File: src/rtl/crc_accum.sv
module crc_accum #(
  parameter int CTX_N = 4,
  parameter int DW = 32,
  parameter logic [31:0] POLY32 = 32'h04C11DB7,
  parameter logic [15:0] POLY16 = 16'h1021,
  localparam int CTX_W = (CTX_N > 1) ? $clog2(CTX_N) : 1
) (
  input  logic             clk,
  input  logic             rst_n,
  input  logic             op_valid,
  input  logic             op_type,
  input  logic [CTX_W-1:0] op_ctx,
  input  logic [DW-1:0]    op_data,
  input  logic             ld_valid,
  input  logic [CTX_W-1:0] ld_ctx,
  input  logic [31:0]      ld_value,
  input  logic [CTX_W-1:0] rd_ctx,
  output logic [31:0]      rd_value,
  output logic             res_valid,
  output logic [31:0]      res_data
);

  function automatic logic [31:0] adv32(input logic [31:0] r, input logic [DW-1:0] d);
    logic [31:0] s;
    s = r;
    for (int i = DW - 1; i >= 0; i--)
      s = (s[31] ^ d[i]) ? ((s << 1) ^ POLY32) : (s << 1);
    return s;
  endfunction

  function automatic logic [15:0] adv16(input logic [15:0] r, input logic [DW-1:0] d);
    logic [15:0] s;
    s = r;
    for (int i = DW - 1; i >= 0; i--)
      s = (s[15] ^ d[i]) ? ((s << 1) ^ POLY16) : (s << 1);
    return s;
  endfunction

  logic [31:0] rem [CTX_N];
  logic [31:0] cur, nxt;
  logic        res_is16;

  assign cur      = rem[op_ctx];
  assign nxt      = op_type ? adv32(cur, op_data) : {16'h0, adv16(cur[15:0], op_data)};
  assign rd_value = rem[rd_ctx];

  always_ff @(posedge clk) begin
    if (!rst_n) begin
      for (int c = 0; c < CTX_N; c++) rem[c] <= '0;
      res_valid <= 1'b0;
      res_data  <= '0;
      res_is16  <= 1'b0;
    end else begin
      for (int c = 0; c < CTX_N; c++) begin
        if (op_valid && op_ctx == CTX_W'(c))      rem[c] <= nxt;
        else if (ld_valid && ld_ctx == CTX_W'(c)) rem[c] <= ld_value;
      end
      res_valid <= op_valid;
      if (op_valid) begin
        res_data <= nxt;
        res_is16 <= ~op_type;
      end
    end
  end

  logic             chk_ld, chk_op;
  logic [CTX_W-1:0] chk_ld_ctx, chk_op_ctx;
  logic [31:0]      chk_ld_val;

  always_ff @(posedge clk) begin
    if (!rst_n) begin
      chk_ld <= 1'b0; chk_op <= 1'b0;
      chk_ld_ctx <= '0; chk_op_ctx <= '0; chk_ld_val <= '0;
    end else begin
      chk_ld     <= ld_valid && !(op_valid && op_ctx == ld_ctx);
      chk_op     <= op_valid;
      chk_ld_ctx <= ld_ctx;
      chk_op_ctx <= op_ctx;
      chk_ld_val <= ld_value;
    end
  end

  p_res_timing_r4: assert property (@(posedge clk) disable iff (!rst_n)
    op_valid |=> res_valid);
  p_res_idle_r4: assert property (@(posedge clk) disable iff (!rst_n)
    !op_valid |=> !res_valid);
  p_crc16_upper_r3: assert property (@(posedge clk) disable iff (!rst_n)
    (res_valid && res_is16) |-> (res_data[31:16] == 16'h0));
  p_writeback_r5: assert property (@(posedge clk) disable iff (!rst_n)
    chk_op |-> (rem[chk_op_ctx] == res_data));
  p_load_r6: assert property (@(posedge clk) disable iff (!rst_n)
    chk_ld |-> (rem[chk_ld_ctx] == chk_ld_val));

endmodule

File: config.mk
export PLATFORM = sky130hd
export DESIGN_NAME = crc_accum
export DESIGN_NICKNAME = d
export VERILOG_FILES = /design/src/rtl/crc_accum.sv
export SDC_FILE = /design/constraint.sdc
export NUM_CORES = 1
export LEC_CHECK = 0
export ABC_CLOCK_PERIOD_IN_PS = 5700
export BUFFER_PORTS_ARGS = -buffer_cell sky130_fd_sc_hd__buf_2
export CORE_MARGIN = 2
export CORE_UTILIZATION = 49
export DETAILED_ROUTE_END_ITERATION = 10
export PLACE_DENSITY = 0.66
export SETUP_SLACK_MARGIN = 0.02
export SYNTH_ARGS = -nofsm -noshare
export SYNTH_HDL_FRONTEND = slang
export SYNTH_SLANG_ARGS = --single-unit
export TNS_END_PERCENT = 10
File: constraint.sdc
create_clock -name clk -period 5.7 [get_ports clk]
set_input_delay 0.57 -clock clk [delete_from_list [all_inputs] [get_ports clk]]
set_output_delay 0.57 -clock clk [all_outputs]
set_load 0.1 [all_outputs]
==> summary.md <==
| Metric | Value |
|---|---|
| Drt first-iter violations | 963 |
| Chip height | approximately 170 microns |
| Proportion of synthesized chip area in sequential cells | between 30% and 40% |
| Post-route minimum period | ~5.0 ns |
| Top library cells by usage in the layout, fill and taps aside | 183 x sky130_fd_sc_hd__xnor2_1, 139 x sky130_fd_sc_hd__buf_2, 128 x sky130_fd_sc_hd__edfxtp_1 |
| Hold Path Depth | 3 |
| Status | finished clean |
| Initial antenna violation count | 0 |
| Clock latency of the later-clocked register in the worst-skew pair | roughly 0.44 ns |
| Area share of the leading cell type in the synthesized netlist | between 30 and 40% |
| Highest layer used for signal routing | met4 |
| Sequence of cells on the critical path | buf_2 -> buf_12 -> mux4_2 -> xnor2_2 -> xnor3_1 -> xnor3_1 -> xnor2_1 -> xnor2_2 -> xor2_1 -> nor2_1 -> a21oi_1 -> o21ai_0 |
| CTS Hold Bufs | 0 |
| Worst max-slew margin expressed relative to the limit | around 34% |
| Most common library cell in the layout ignoring fill and taps | sky130_fd_sc_hd__xnor2_1 |
| Maximum Capacitance Violations | 0 |
| Compound-Gate Fraction of Synth Area | ~8.9% |
| Top fanout value on the critical path | 23 |
| Destination of the worst register-to-register timing path | rem[2][16]$_SDFFCE_PN0P_ |
| Maximum single-stage delay on the critical path | about 0.63 ns |
| Proportion of register bits with asynchronous set or reset after synthesis | 0% |
| Core area | about 0.025 sq mm |
| Final setup vio count | 0 |
| Count of standard-cell rows | 58 |
| Chip width | roughly 170 microns |
| Number of gates resized after CTS | 0 |
| RSZ-0062 raised after global routing | no |
| Number of CTS-inserted buffers | 17 |
| Grt ovf | 0 |
| Fraction of layout cells with a size suffix above 1 | 29.6% |
| I/O Pins | 140 |
| Final layout net count | 1235 |
| Xor-xnor portion of the synthesized cell area | roughly 35% |
| Beginning of the worst register-to-register path | rem[3][29]$_DFFE_PP_ |
| Type of element capturing the critical path | flip-flop |
| Met2 routed WL | 18.9 mm |
| Htree depth | 4 |
| Final GP Congestion | slightly below 1 |
| Simple-gate portion of the synthesized area | 6.58% |
| Post-Synthesis Net Count | roughly 1.1k |
| Root Driver | sky130_fd_sc_hd__clkbuf_16 |
| Worst min path class | in2reg |
| Critical path class | in2reg |
| Length of routed met3 wiring | about 3.9 mm |
| Area growth from synthesis to layout | 14.3% |
| Distinct cell type count after synthesis | 50 |
| Final Hold Viols | 0 |
| Vias post-DR | approximately 9.0k |
| Clock transition at the registers of the reported paths | around 0.070 ns |
| Primary FF master, synth | sky130_fd_sc_hd__edfxtp_1 |
| Global Route Usage Sum | between 30% and 40% |
| Hold path start | ld_value[0] |
| Total die area | approximately 0.027 sq mm |
| Share of cell area taken by muxes after synthesis | ~12% |
| Number of diodes | 0 |
| Combinational family with the most area after synthesis | XOR/XNOR gates |
| Register-to-register path setup slack | around 1.0 ns |
| Clk_skew | between 0.015 and 0.02 ns |
| Mean area per synthesized cell | about 13 sq um |
| Clock tree sinks | about 160 |
| CP arrival | 5.20 ns |
| Number of buffers and inverters on the critical path | 2 |
| Warnings, synthesis | 0 |
| Cell type contributing the most total cell area after synthesis | sky130_fd_sc_hd__edfxtp_1 |
| Cells taking the most area after synthesis | sky130_fd_sc_hd__edfxtp_1 30%, sky130_fd_sc_hd__xnor2_1 13%, sky130_fd_sc_hd__mux4_2 11% |
| Filler Cells Inserted | around 2.1k |
| Maximum clock insertion buffer count | 2 |
| Pin count of the biggest net entering global routing | 59 |
| Post-DR vias/cell | around 6 |
| Category of cells accounting for the largest share of critical-path delay | XOR/XNOR gates |
| First-pass GRT wire length | approximately 59 mm |
| HPWL after DPL | between 20 and 30 mm |
| Aggregate routed wire length | 40.0 mm |
| Number of synthesized register bits | approximately 160 |
| Number of remaining DRC errors | 0 |
| Cell with the biggest individual delay on the critical path | sky130_fd_sc_hd__mux4_2 |
| Starting utilization of the core area | about half |
| Type of origin of the critical path | input port |
| Worst endpoint required time | just under 6 ns |
| Final setup TNS | 0 ns |
| EDFF count, synth | ~130 |
| Share of the cycle needed by the critical path after routing | 88.5% |
| Post-Synthesis Cells | between 1k and 1.5k |
| TritonCTS clock tree | done |
| Highest attainable clock frequency | ~200 MHz |
| Detailed-routing iteration count for the pre-antenna-repair pass | 5 |
| Number of global-route vias before repair | 9034 |
| # Post-CTS Setup Buffers | 0 |
| Post-Syn Area | around 0.013 sq mm |
| Mean routed wirelength per cell | 26.6 microns |
| Logic depth of the worst register-to-register path | 11 |
| Worst Max-Slew Pin Slew | slightly below 1 ns |
| Worst Hold Endpoint | rem[2][0]$_SDFFCE_PN0P_ |
| Routed Antenna Nets | 0 |
| Final-report max-slew violation count | 0 |
| Quantity of I/O buffers inserted on ports | 139 |
| Post-Synth Adder-Cell Area | 0% |
| Routed met1 length | 15.6 mm |
-- worst min-delay path: cells and delay by family --
kind | cells | cell delay (ns)
buffers and inverters | 1 | 0.11
and+or+nand+nor | 1 | 0.05
AOI/OAI and AO/OA | 1 | 0.06
-- area by class of cell --
type                       instances  area [sq um]  share of cell area, %
multi-input combinational        791          7970                   54.8
sequential                       161          4500                   31.0
timing repair buffer             181          1040                   7.13
clock buffer                      17           425                   2.93
tap                              330           413                   2.84
clock inverter                    14           151                   1.04
inverter                           8          30.0                  0.207
-- worst max path at each step --
stage / endpoint / from / slack [ns] / cells past startpoint
floorplan: rem[0][5]$_SDFFCE_PN0P_ / op_ctx[0] / 1.14 / 13
global placement: rem[2][16]$_SDFFCE_PN0P_ / op_ctx[0] / 0.25 / 12
detailed placement: rem[2][16]$_SDFFCE_PN0P_ / op_ctx[0] / 0.25 / 13
CTS: rem[2][16]$_SDFFCE_PN0P_ / op_ctx[0] / 0.69 / 13
global route: rem[0][2]$_SDFFCE_PN0P_ / op_ctx[0] / 0.39 / 12
finish: rem[2][2]$_SDFFCE_PN0P_ / op_ctx[0] / 0.66 / 12
-- routing by layer --
layer / GRT usage, % / vias up
li1: - / 3963
met1: 41.3 / 4463
met2: 48.6 / 498
met3: 6.30 / 60
met4: 11.6 / 0
met5: 0 / -
-- kinds of logic (layout without fill, tap and decap cells) --
| kind of cell | Yosys count | count (layout) |
|---|---|---|
| AO/OA/AOI/OAI | 178 | 178 |
| XOR/XNOR | 349 | 349 |
| buffers and inverters | 60 | 220 |
| flip-flops | 161 | 161 |
| multiplexers | 76 | 76 |
| AND/OR/NAND/NOR | 188 | 188 |
-- through the flow --
step / worst slack [ns] / std cells / instance area, sq um / util [%] / hold slack (ns)
6_report: 0.657 / 1502 / 14500 / 57.4 / 0.456
5_1_grt: 0.387 / 1502 / 14500 / 57.4 / 0.476
4_1_cts: 0.692 / 1502 / 14500 / 57.4 / 0.438
3_5_place_dp: 0.253 / 1471 / 13900 / 55.1 / 0.461
3_3_place_gp: 0.246 / 1471 / 13900 / 55.1 / 0.458
2_1_floorplan: 1.14 / 1012 / 12700 / - / 0.757
-- flip-flops by register name, summed over array words and instances, names as in the netlist --
register and flops:
res_valid 1, res_data 32, rem 128
-- Yosys cell counts (6+ instances only) --
master                     number
sky130_fd_sc_hd__o21ai_1       17
sky130_fd_sc_hd__a21oi_2        8
sky130_fd_sc_hd__nand2_1      114
sky130_fd_sc_hd__xnor2_2       23
sky130_fd_sc_hd__nor2_1        17
sky130_fd_sc_hd__buf_1          7
sky130_fd_sc_hd__xor2_1        61
sky130_fd_sc_hd__nand3_1       16
sky130_fd_sc_hd__a21oi_1        9
sky130_fd_sc_hd__xnor3_1       44
sky130_fd_sc_hd__a21boi_0       8
sky130_fd_sc_hd__edfxtp_1     128
sky130_fd_sc_hd__nand3b_1       6
sky130_fd_sc_hd__mux2i_1        9
sky130_fd_sc_hd__nor2b_1        8
sky130_fd_sc_hd__mux4_2        64
sky130_fd_sc_hd__nand2b_1       9
sky130_fd_sc_hd__o21ai_0       81
sky130_fd_sc_hd__dfxtp_1       33
sky130_fd_sc_hd__clkbuf_1      36
sky130_fd_sc_hd__xor3_2         6
sky130_fd_sc_hd__xnor2_1      183
sky130_fd_sc_hd__a22o_1        41
sky130_fd_sc_hd__xor3_1        10
sky130_fd_sc_hd__xnor3_2       10
sky130_fd_sc_hd__xor2_2         6
Power is left out: the tool's default activity adds up to more than one toggle a clock period on the data nets, which glitch-free logic cannot reach.
